### src/rtl/irq_src_pkg.sv
package irq_src_pkg;
  localparam int unsigned PRIO_W = 8;
  localparam logic [PRIO_W-1:0] PRIO_MASKED = 8'hFF;

  typedef enum logic [1:0] {
    CFG_ROUTE = 2'd0,
    CFG_OFF   = 2'd1,
    CFG_ON    = 2'd2,
    CFG_NOP   = 2'd3
  } cfg_op_e;

  // bit3..bit0 : masked-pending, rejected, sent, asserted
  typedef struct packed {
    logic mpend;
    logic rejected;
    logic sent;
    logic asserted;
  } src_flags_t;
endpackage

### src/rtl/irq_src_slot.sv
module irq_src_slot
  import irq_src_pkg::*;
#(
  parameter bit          IS_LEVEL = 1'b0,
  parameter int unsigned SRV_W    = 2
) (
  input  logic              clk_i,
  input  logic              rst_ni,
  input  logic              line_i,
  input  logic              cfg_hit_i,
  input  cfg_op_e           cfg_op_i,
  input  logic [SRV_W-1:0]  cfg_server_i,
  input  logic [PRIO_W-1:0] cfg_prio_i,
  input  logic              rej_hit_i,
  input  logic              eoi_hit_i,
  input  logic              visit_i,
  input  logic              gnt_i,
  output logic              req_o,
  output logic [SRV_W-1:0]  server_o,
  output logic [PRIO_W-1:0] prio_o,
  output src_flags_t        flags_o
);
  logic [SRV_W-1:0]  server_q, server_n;
  logic [PRIO_W-1:0] prio_q, prio_n, saved_q, saved_n;
  src_flags_t        flags_q, flags_n;
  logic              fire_q, fire_n, line_q, eval;
  logic              msg_rise;

  assign msg_rise = line_i & ~line_q;

  always_comb begin
    server_n = server_q;
    prio_n   = prio_q;
    saved_n  = saved_q;
    flags_n  = flags_q;
    fire_n   = fire_q & ~gnt_i;
    eval     = 1'b0;

    if (rej_hit_i) begin
      flags_n.rejected = 1'b1;
      flags_n.sent     = 1'b0;
    end
    if (eoi_hit_i && IS_LEVEL) flags_n.sent = 1'b0;

    if (cfg_hit_i) begin
      case (cfg_op_i)
        CFG_ROUTE: begin
          server_n = cfg_server_i;
          prio_n   = cfg_prio_i;
          saved_n  = cfg_prio_i;
        end
        CFG_OFF: begin
          saved_n = prio_q;
          prio_n  = PRIO_MASKED;
        end
        CFG_ON:  prio_n = saved_q;
        default: ;
      endcase
      eval = 1'b1;
    end

    if (IS_LEVEL) begin
      flags_n.asserted = line_i;
      if (line_i != line_q) eval = 1'b1;
      if (visit_i) eval = 1'b1;
      if (eval && prio_n != PRIO_MASKED && flags_n.asserted && !flags_n.sent) begin
        flags_n.sent = 1'b1;
        fire_n       = 1'b1;
      end
    end else begin
      if (eval && flags_n.mpend && prio_n != PRIO_MASKED) begin
        flags_n.mpend = 1'b0;
        fire_n        = 1'b1;
      end
      if (msg_rise) begin
        if (prio_n == PRIO_MASKED) flags_n.mpend = 1'b1;
        else                       fire_n        = 1'b1;
      end
      if (visit_i && flags_n.rejected) begin
        flags_n.rejected = 1'b0;
        if (prio_n != PRIO_MASKED) fire_n = 1'b1;
      end
    end
  end

  always_ff @(posedge clk_i or negedge rst_ni) begin
    if (!rst_ni) begin
      server_q <= '0;
      prio_q   <= PRIO_MASKED;
      saved_q  <= PRIO_MASKED;
      flags_q  <= '0;
      fire_q   <= 1'b0;
      line_q   <= 1'b0;
    end else begin
      server_q <= server_n;
      prio_q   <= prio_n;
      saved_q  <= saved_n;
      flags_q  <= flags_n;
      fire_q   <= fire_n;
      line_q   <= line_i;
    end
  end

  // a masked source holds its request until unmasked
  assign req_o    = fire_q && (prio_q != PRIO_MASKED);
  assign server_o = server_q;
  assign prio_o   = prio_q;
  assign flags_o  = flags_q;


  masked_msg_pends_chk: assert property (@(posedge clk_i) disable iff (!rst_ni)
    (!IS_LEVEL && msg_rise && prio_q == PRIO_MASKED && !cfg_hit_i) |=> flags_q.mpend);

  reject_marks_chk: assert property (@(posedge clk_i) disable iff (!rst_ni)
    (rej_hit_i && !visit_i && !cfg_hit_i && line_i == line_q) |=> (flags_q.rejected && !flags_q.sent));

  level_eoi_clears_chk: assert property (@(posedge clk_i) disable iff (!rst_ni)
    (IS_LEVEL && eoi_hit_i && !visit_i && !cfg_hit_i && line_i == line_q) |=> !flags_q.sent);

  disable_saves_chk: assert property (@(posedge clk_i) disable iff (!rst_ni)
    (cfg_hit_i && cfg_op_i == CFG_OFF) |=> (prio_q == PRIO_MASKED && saved_q == $past(prio_q)));

  enable_restores_chk: assert property (@(posedge clk_i) disable iff (!rst_ni)
    (cfg_hit_i && cfg_op_i == CFG_ON) |=> (prio_q == $past(saved_q) && $stable(saved_q)));
endmodule

### src/rtl/irq_src_walker.sv
module irq_src_walker #(
  parameter int unsigned NUM_SRC = 8,
  localparam int unsigned IDX_W  = (NUM_SRC > 1) ? $clog2(NUM_SRC) : 1
) (
  input  logic               clk_i,
  input  logic               rst_ni,
  input  logic               start_i,
  output logic               busy_o,
  output logic [NUM_SRC-1:0] visit_o
);
  localparam logic [IDX_W-1:0] LAST = IDX_W'(NUM_SRC - 1);

  logic             busy_q, again_q;
  logic [IDX_W-1:0] idx_q;

  always_ff @(posedge clk_i or negedge rst_ni) begin
    if (!rst_ni) begin
      busy_q  <= 1'b0;
      again_q <= 1'b0;
      idx_q   <= '0;
    end else if (!busy_q) begin
      if (start_i) begin
        busy_q <= 1'b1;
        idx_q  <= '0;
      end
    end else if (idx_q == LAST) begin
      idx_q   <= '0;
      again_q <= 1'b0;
      busy_q  <= again_q | start_i;
    end else begin
      idx_q <= idx_q + 1'b1;
      if (start_i) again_q <= 1'b1;
    end
  end

  for (genvar k = 0; k < NUM_SRC; k++) begin : g_visit
    assign visit_o[k] = busy_q && (idx_q == IDX_W'(k));
  end

  assign busy_o = busy_q;


  walk_starts_chk: assert property (@(posedge clk_i) disable iff (!rst_ni)
    (start_i && !busy_q) |=> busy_q);

  one_visit_chk: assert property (@(posedge clk_i) disable iff (!rst_ni)
    $onehot0(visit_o));
endmodule

### src/rtl/irq_src_arb.sv
module irq_src_arb #(
  parameter int unsigned NUM_SRC = 8,
  localparam int unsigned IDX_W  = (NUM_SRC > 1) ? $clog2(NUM_SRC) : 1
) (
  input  logic               clk_i,
  input  logic               rst_ni,
  input  logic [NUM_SRC-1:0] req_i,
  output logic [NUM_SRC-1:0] gnt_o,
  output logic               any_o,
  output logic [IDX_W-1:0]   idx_o
);
  always_comb begin
    gnt_o = '0;
    idx_o = '0;
    any_o = 1'b0;
    for (int k = 0; k < NUM_SRC; k++) begin
      if (req_i[k] && !any_o) begin
        any_o    = 1'b1;
        gnt_o[k] = 1'b1;
        idx_o    = IDX_W'(k);
      end
    end
  end


  single_grant_chk: assert property (@(posedge clk_i) disable iff (!rst_ni)
    $onehot0(gnt_o));

  grant_when_req_chk: assert property (@(posedge clk_i) disable iff (!rst_ni)
    (|req_i) |-> (|(gnt_o & req_i)));
endmodule

### src/rtl/irq_src_ctrl.sv
module irq_src_ctrl
  import irq_src_pkg::*;
#(
  parameter int unsigned          NUM_SRC   = 8,
  parameter int unsigned          BASE      = 16,
  parameter int unsigned          NUM_W     = 8,
  parameter int unsigned          SRV_W     = 2,
  parameter logic [NUM_SRC-1:0]   LEVEL_MAP = 8'hF0
) (
  input  logic               clk_i,
  input  logic               rst_ni,
  input  logic [NUM_SRC-1:0] src_line_i,
  input  logic               cfg_valid_i,
  input  logic [1:0]         cfg_op_i,
  input  logic [NUM_W-1:0]   cfg_num_i,
  input  logic [SRV_W-1:0]   cfg_server_i,
  input  logic [7:0]         cfg_prio_i,
  output logic               cfg_err_o,
  output logic [SRV_W-1:0]   rd_server_o,
  output logic [7:0]         rd_prio_o,
  output logic [3:0]         rd_flags_o,
  input  logic               rej_valid_i,
  input  logic [NUM_W-1:0]   rej_num_i,
  input  logic               eoi_valid_i,
  input  logic [NUM_W-1:0]   eoi_num_i,
  input  logic               resend_i,
  output logic               busy_o,
  output logic               dlv_valid_o,
  output logic [SRV_W-1:0]   dlv_server_o,
  output logic [NUM_W-1:0]   dlv_num_o,
  output logic [7:0]         dlv_prio_o
);
  localparam int unsigned      IDX_W  = (NUM_SRC > 1) ? $clog2(NUM_SRC) : 1;
  localparam logic [NUM_W-1:0] BASE_L = NUM_W'(BASE);
  localparam logic [NUM_W-1:0] END_L  = NUM_W'(BASE + NUM_SRC);

  function automatic logic in_range(input logic [NUM_W-1:0] n);
    return (n >= BASE_L) && (n < END_L);
  endfunction

  function automatic logic [IDX_W-1:0] to_idx(input logic [NUM_W-1:0] n);
    logic [NUM_W-1:0] d;
    d = n - BASE_L;
    return d[IDX_W-1:0];
  endfunction

  logic             cfg_ok, rej_ok, eoi_ok;
  logic [IDX_W-1:0] cfg_idx, rej_idx, eoi_idx;
  cfg_op_e          cfg_op;

  assign cfg_ok  = in_range(cfg_num_i);
  assign rej_ok  = in_range(rej_num_i);
  assign eoi_ok  = in_range(eoi_num_i);
  assign cfg_idx = to_idx(cfg_num_i);
  assign rej_idx = to_idx(rej_num_i);
  assign eoi_idx = to_idx(eoi_num_i);
  assign cfg_op  = cfg_op_e'(cfg_op_i);
  assign cfg_err_o = cfg_valid_i && !cfg_ok;

  logic [NUM_SRC-1:0] visit, req, gnt;
  logic               any;
  logic [IDX_W-1:0]   win;
  logic [SRV_W-1:0]   srv_a  [NUM_SRC];
  logic [PRIO_W-1:0]  prio_a [NUM_SRC];
  src_flags_t         flag_a [NUM_SRC];

  irq_src_walker #(.NUM_SRC(NUM_SRC)) u_walker (
    .clk_i   (clk_i),
    .rst_ni  (rst_ni),
    .start_i (resend_i),
    .busy_o  (busy_o),
    .visit_o (visit)
  );

  irq_src_arb #(.NUM_SRC(NUM_SRC)) u_arb (
    .clk_i  (clk_i),
    .rst_ni (rst_ni),
    .req_i  (req),
    .gnt_o  (gnt),
    .any_o  (any),
    .idx_o  (win)
  );

  for (genvar k = 0; k < NUM_SRC; k++) begin : g_src
    irq_src_slot #(.IS_LEVEL(LEVEL_MAP[k]), .SRV_W(SRV_W)) u_slot (
      .clk_i        (clk_i),
      .rst_ni       (rst_ni),
      .line_i       (src_line_i[k]),
      .cfg_hit_i    (cfg_valid_i && cfg_ok && cfg_idx == IDX_W'(k)),
      .cfg_op_i     (cfg_op),
      .cfg_server_i (cfg_server_i),
      .cfg_prio_i   (cfg_prio_i),
      .rej_hit_i    (rej_valid_i && rej_ok && rej_idx == IDX_W'(k)),
      .eoi_hit_i    (eoi_valid_i && eoi_ok && eoi_idx == IDX_W'(k)),
      .visit_i      (visit[k]),
      .gnt_i        (gnt[k]),
      .req_o        (req[k]),
      .server_o     (srv_a[k]),
      .prio_o       (prio_a[k]),
      .flags_o      (flag_a[k])
    );
  end

  always_comb begin
    rd_server_o = '0;
    rd_prio_o   = '0;
    rd_flags_o  = '0;
    for (int k = 0; k < NUM_SRC; k++) begin
      if (cfg_ok && cfg_idx == IDX_W'(k)) begin
        rd_server_o = srv_a[k];
        rd_prio_o   = prio_a[k];
        rd_flags_o  = flag_a[k];
      end
    end
  end

  always_ff @(posedge clk_i or negedge rst_ni) begin
    if (!rst_ni) begin
      dlv_valid_o  <= 1'b0;
      dlv_server_o <= '0;
      dlv_num_o    <= '0;
      dlv_prio_o   <= '0;
    end else begin
      dlv_valid_o <= any;
      if (any) begin
        dlv_server_o <= srv_a[win];
        dlv_num_o    <= BASE_L + NUM_W'(win);
        dlv_prio_o   <= prio_a[win];
      end
    end
  end


  never_masked_dlv_chk: assert property (@(posedge clk_i) disable iff (!rst_ni)
    dlv_valid_o |-> (dlv_prio_o != PRIO_MASKED));

  dlv_num_range_chk: assert property (@(posedge clk_i) disable iff (!rst_ni)
    dlv_valid_o |-> (dlv_num_o >= BASE_L && dlv_num_o < END_L));
endmodule

### config.mk
export PLATFORM = sky130hd
export DESIGN_NAME = irq_src_ctrl
export DESIGN_NICKNAME = d
export VERILOG_FILES = /design/src/rtl/irq_src_pkg.sv /design/src/rtl/irq_src_slot.sv /design/src/rtl/irq_src_walker.sv /design/src/rtl/irq_src_arb.sv /design/src/rtl/irq_src_ctrl.sv
export SDC_FILE = /design/constraint.sdc
export NUM_CORES = 1
export LEC_CHECK = 0
export ABC_AREA = 1
export BUFFER_PORTS_ARGS = -buffer_cell sky130_fd_sc_hd__buf_4
export CORE_MARGIN = 2
export CORE_UTILIZATION = 45
export CTS_BUF_LIST = sky130_fd_sc_hd__clkbuf_4 sky130_fd_sc_hd__clkbuf_8 sky130_fd_sc_hd__clkbuf_16
export DETAILED_ROUTE_END_ITERATION = 8
export HOLD_SLACK_MARGIN = 0.08
export PLACE_DENSITY_LB_ADDON = 0.05
export SLEW_MARGIN = 20
export SYNTH_ARGS = -nofsm -noshare
export SYNTH_HDL_FRONTEND = slang
export SYNTH_HIERARCHICAL = 1
export SYNTH_SLANG_ARGS = --single-unit
### constraint.sdc
create_clock -name clk_i -period 2.1 [get_ports clk_i]
set_input_delay 0.105 -clock clk_i [delete_from_list [all_inputs] [get_ports clk_i]]
set_output_delay 0.105 -clock clk_i [all_outputs]
set_load 0.05 [all_outputs]
; ---- After elaboration in Yosys (flattened, before gate mapping)
; Index checks and enable logic that the tools add are counted.
[totals]
word_cells = 426
inputBits = 50
ff_bits = 200
output_inout_bits = 35
[classes]
order_cmp = 7
muxes = 156
bitwise_logic = 26
n_addsub = 5
n_reduce_logical = 118
eq_ne = 51
[ops]
columns = cell, n
row1 = case mux 8 bit (3 select lines), 8
row2 = two-way mux 8 bit, 18
row3 = inequality test 8 bit (second input constant), 16
row4 = case mux 8 bit (2 select lines), 8
row5 = two-way mux 1 bit, 89
row6 = logical AND 1 bit, 82
row7 = == test 3 bit (second input constant), 16
row8 = AND reduction 2 bit, 17
row9 = == test 8 bit (second input constant), 4
row10 = two-way mux 2 bit, 16
row11 = two-way mux 4 bit, 8
row12 = binary-select mux 8 bit (select 3 bit), 1
row13 = >= comparator 8 x 5 -> 1 bit (second input constant), 3
row14 = < comparator 8 x 5 -> 1 bit (second input constant), 3
row15 = two-way mux 3 bit, 7
row16 = == test 3 x 2 -> 1 bit (second input constant), 6
row17 = bitwise AND 1 bit, 12
row18 = zero test 1 bit, 12
row19 = NOT 1 bit, 12
row20 = == test 3 x 1 -> 1 bit (second input constant), 3
row21 = zero test 3 bit, 3
row22 = subtractor 3 x 1 -> 3 bit (second input constant), 3
row23 = adder 5 x 3 -> 6 bit (first input constant), 1
row24 = binary-select mux 2 bit (select 3 bit), 1
row25 = other kinds (9), 14

; ---- Depth between registers and ports, before layout
[depth]
ltp_word = 28
ltp_mapped = 16
mapped_depth_nobuf = 14

; ---- Cells and area by module
; The synthesis kept the hierarchy.
[modules_own_cells]
columns = module, area_per_inst_um2, seq_area_each_um2, cells_each, instances
row1 = irq_src_slot (g_src[0].u_slot ...), 1211.2, 570.5, 146, 4
row2 = irq_src_slot (g_src[4].u_slot ...), 1178.6, 570.5, 143, 4
row3 = irq_src_ctrl, 2786.4, 375.4, 471, 1
row4 = irq_src_walker, 367.9, 125.1, 50, 1
row5 = irq_src_arb, 165.2, 0.0, 32, 1

; ---- Worst setup path after synthesis
; OpenSTA, ideal clock, no wires.
[synth_timing]
kind = register to register
start = reg g_src[1].u_slot.prio_q[0]
end = reg dlv_prio_o[2]
setup_time_ns = 0.087
synth_period_minus_slack_ns = 2.189
stages_incl_launch_ff = 14
arrival_ns = 2.102
n_path_buf = 2
required_time_ns = 2.013
setup_slack_ns = -0.089
cell_sequence = dfstp_2 nand4_1 o21a_1 nor2_4 nand3_2 nor2_2 o21ai_1 nand2_1 buf_2 clkbuf_1 o21ai_0 o22ai_1 inv_1 o211ai_1
[synth_between]
elab_chain_len = 26
elab_cells_between_ends = 33
cone_classes = eq/ne: 1 / mux: 17 / bitwise: 1 / reduce/logical: 14
[synth_lines]
columns = item, line_no
row1 = start: declaration, irq_src_slot.sv:24  ; logic [PRIO_W-1:0] prio_q, prio_n, saved_q, saved_n;
row2 = start signal: assignment, irq_src_slot.sv:96  ; prio_q <= prio_n;
row3 = inequality test 8 bit *, irq_src_slot.sv:105  ; assign req_o = fire_q && (prio_q != PRIO_MASKED);
row4 = logical AND 1 bit *, irq_src_slot.sv:105
row5 = net req[1], irq_src_ctrl.sv:60  ; logic [NUM_SRC-1:0] visit, req, gnt;
row6 = logical AND 1 bit *, irq_src_arb.sv:17  ; if (req_i[k] && !any_o) begin
row7 = two-way mux 1 bit *, irq_src_arb.sv:17
row8 = zero test 1 bit, irq_src_arb.sv:17
row9 = logical AND 1 bit, irq_src_arb.sv:17
row10 = two-way mux 1 bit, irq_src_arb.sv:17
row11 = (+11 left out), -
row12 = two-way mux 1 bit, irq_src_arb.sv:17
row13 = zero test 1 bit, irq_src_arb.sv:17
row14 = logical AND 1 bit, irq_src_arb.sv:17
row15 = two-way mux 3 bit *, irq_src_arb.sv:17
row16 = net win[1], irq_src_ctrl.sv:62  ; logic [IDX_W-1:0] win;
row17 = NOT 3 -> 4 bit (implied by the code) *, irq_src_ctrl.sv:128  ; dlv_prio_o <= prio_a[win];
row18 = binary-select mux 8 bit (select 3 bit) *, irq_src_ctrl.sv:128
row19 = two-way mux 8 bit (implied by the code) * (2 in series), irq_src_ctrl.sv:128
row20 = end signal: assignment, irq_src_ctrl.sv:128
row21 = end: declaration, irq_src_ctrl.sv:31  ; output logic [7:0] dlv_prio_o
; The timed path passes the listed nets; every way through them passes the cells marked *. The select of a mux whose other input is x is not followed.
; A chain may end at the register's enable or synchronous reset.

; ---- Worst setup path after layout
[layout_timing]
start = reg g_src[2].u_slot.prio_q[3]
end = reg dlv_prio_o[4]
[layout_between]
elab_chain_len = 23
elab_cells_between_ends = 29
cone_classes = eq/ne: 1 / mux: 15 / bitwise: 1 / reduce/logical: 12
[layout_lines]
columns = item, line_no
row1 = start: declaration, irq_src_slot.sv:24
row2 = start signal: assignment, irq_src_slot.sv:96
row3 = inequality test 8 bit *, irq_src_slot.sv:105
row4 = logical AND 1 bit *, irq_src_slot.sv:105
row5 = net req[2], irq_src_ctrl.sv:60
row6 = logical AND 1 bit *, irq_src_arb.sv:17
row7 = two-way mux 1 bit, irq_src_arb.sv:17
row8 = zero test 1 bit, irq_src_arb.sv:17
row9 = logical AND 1 bit, irq_src_arb.sv:17
row10 = two-way mux 1 bit, irq_src_arb.sv:17
row11 = (+8 left out), -
row12 = two-way mux 1 bit, irq_src_arb.sv:17
row13 = zero test 1 bit, irq_src_arb.sv:17
row14 = logical AND 1 bit, irq_src_arb.sv:17
row15 = two-way mux 3 bit *, irq_src_arb.sv:17
row16 = net win[0], irq_src_ctrl.sv:62
row17 = NOT 3 -> 4 bit (implied by the code) *, irq_src_ctrl.sv:128
row18 = binary-select mux 8 bit (select 3 bit) *, irq_src_ctrl.sv:128
row19 = two-way mux 8 bit (implied by the code) * (2 in series), irq_src_ctrl.sv:128
; Marked as above.

==> impl_metrics.toml <==
[routing]
drt_wl_total_mm = 44.4
viasPerCell = 5.35
wl_per_cell_um = 19.4
postRouteAntennaNets = 0
vias = 12279
drcViolationCount = 0
initialDrtViolationCount = 1047
first_pass_iters = 5

[timing]
slew_viol_final = 0
fin_ws_ns = -0.268
fmaxAchievable_mhz = 422
hold_viol_final = 0
maxSlewHeadroom_pct = 54.1
fin_crit_sh_pct = 113
fin_skew_ns = 0.0170
setup_viol = 10
period_needed_ns = 2.37
worst_slew_pin_slew_ns = 0.682
rsz0062_at_grt = "true"

[grt]
grt.overflow.total = 0
grt_use_total_pct = 29.6
grt_max_degree = 62
grt_pass1_wl_mm = 68.2
grt_pass1_vias = 11576
antenna_found_initial = 1

[status]
outcome = "finished, violations left"
violations = "negative setup slack"

[critical_path]
critical_path.endpoint = "dlv_prio_o[4]"
worst_ep_arrival_time_ns = 2.73
ff2ff_setup_slack_ns = -0.27
r2r_cells = 14
timing.critical_path.buf_inv = 2
start_kind = "flop"
startpoint = "g_src[2].u_slot/prio_o[3]"
crit_cells = 14
r2r_end = "dlv_prio_o[4]"
crit_chain = "nand4_1, o21a_1, nor2_2, nand2_2, nor2_4, nand4_1, nand2_2, inv_4, buf_12, nand2_1, o21ai_0, o22ai_1, nand3_1, o211ai_1"
slowest_delay_ns = 0.53
crit_type = "reg2reg"
r2r_start = "g_src[2].u_slot/prio_o[3]"
critPathSlowestCell = "dfstp_2"
crit_fanout = 7
cp.required_ns = 2.46
cp-end-kind = "flop"
crit_family = "simple AND/OR/NAND/NOR gates"

[cts]
clkLatencyLatePin_ns = 0.45
cts_root_buf = "clkbuf_16"
clkSinkCount = 196
clock_path_buffers = 2
clk_pin_slew_ns = 0.08
cts_tree = "built"
numCtsBuffers = 17
htree_levels = 4

[finish]
fin_util_pct = 55.7
final_cell_mix = "320 x nand2_1, 224 x buf_4, 208 x inv_1, 170 x nor2_1, 130 x nand3_1"
nets = 1960
final_area_um2 = 15600
area_growth_pct = 21.2
final_cells = 2293
antenna_cells = 0
post_route_cells_drive_above_1_share_pct = 32.9
final_common_cell = "nand2_1"

[place]
portBuffers = 80
dp.cells = 2240
place_area_um2 = 14600
place_congestion = 0.960
post-dp-hpwl_mm = 33.2

[floorplan]
initial_core_util_pct = 46.0
io_pins = 85
dieArea_um2 = 29900
die_h_um = 173
rows = 61
coreArea_um2 = 27900
chipWidth_um = 173

[synthesis]
postSynthCellCount = 1703
syn_avg_cell_area_um2 = 7.55
synth_area_um2 = 12900
yosysWarnings = 6

[power]
power_density_nw_per_um2 = 739
total_leakage_power_nw = 7.80
vdd_ir_drop_max_uv = 527

[run]
drv_cap = 0

[min_path]
hold_path_class = "in2reg"
registers in the layout (all words and copies together) (netlist names):
name                   count
g_src.u_slot/prio_o       64
g_src.u_slot/saved_q      64
g_src.u_slot/flags_o      16
g_src.u_slot/server_o     16
dlv_prio_o                 8
g_src.u_slot/fire_q        8
g_src.u_slot/line_q        8
dlv_num_o                  4
u_walker/idx_q             3
dlv_server_o               2
dlv_valid_o                1
u_walker/again_q           1
u_walker/busy_o            1
report_power, final:
group / leakage [nW] / internal, mW / total (mW) / switching [mW]
clock: 0.301 / 1.94 / 3.51 / 1.56
combinational: 5.33 / 1.32 / 3.48 / 2.17
sequential: 2.17 / 4.24 / 4.52 / 0.280
total: 7.80 / 7.50 / 11.5 / 4.01
how the worst min path moves through the flow:
stage / startpoint / to / slack (ns) / depth (start not counted)
4_1_cts: cfg_prio_i[7] / g_src[2].u_slot/prio_o[7] / 0.09 / 3
3_3_place_gp: rst_ni / g_src[1].u_slot/flags_o[3] / 0.14 / 1
6_report: cfg_prio_i[7] / g_src[1].u_slot/prio_o[7] / 0.12 / 3
3_5_place_dp: rst_ni / g_src[1].u_slot/flags_o[3] / 0.13 / 1
5_1_grt: cfg_prio_i[7] / g_src[3].u_slot/saved_q[7] / 0.12 / 3
2_1_floorplan: rst_ni / dlv_num_o[0] / -0.19 / 0
layout make-up:
class / count / area, um^2
fillers: 2734 / 12400
multi-input cells: 1200 / 6380
flip-flops and latches: 196 / 5060
repair buffers: 257 / 2170
inverters: 231 / 875
well taps: 378 / 473
clock buffers: 19 / 447
clock inverters: 12 / 168
metrics by stage:
stage / setup TNS (ns) / hold slack [ns] / worst slack (ns) / power, mW
4_1_cts: -1.55 / 0.0876 / -0.166 / 11.4
3_3_place_gp: -1.12 / 0.139 / -0.121 / 7.70
2_1_floorplan: 0 / -0.191 / 0.00143 / 6.44
3_5_place_dp: -1.80 / 0.128 / -0.199 / 7.73
5_1_grt: -4.14 / 0.121 / -0.404 / 12.1
6_report: -2.42 / 0.118 / -0.268 / 11.5
what timing repair did:
action,in CTS,in global routing
resized for setup,7,31
setup endpoints to repair,11,15
pin swaps,3,15
setup buffers,1,3
cloned,1,6
hold endpoints to repair,109,0
hold buffers,13,0
worst reg2reg max path: stages (launching register included):
cell and delay, ns:
dfstp_2 0.53, nand4_1 0.12, o21a_1 0.24, nor2_2 0.16
nand2_2 0.09, nor2_4 0.10, nand4_1 0.13, nand2_2 0.16
inv_4 0.08, buf_12 0.14, nand2_1 0.05, o21ai_0 0.08
o22ai_1 0.16, nand3_1 0.12, o211ai_1 0.10
metal layers:
layer	GRT usage [%]	routed length, um
met2	48.3	20600
met3	4.16	2540
met1	40.5	19800
met5	0	0
met4	10.0	1440
Power figures use the tool's default switching activity.
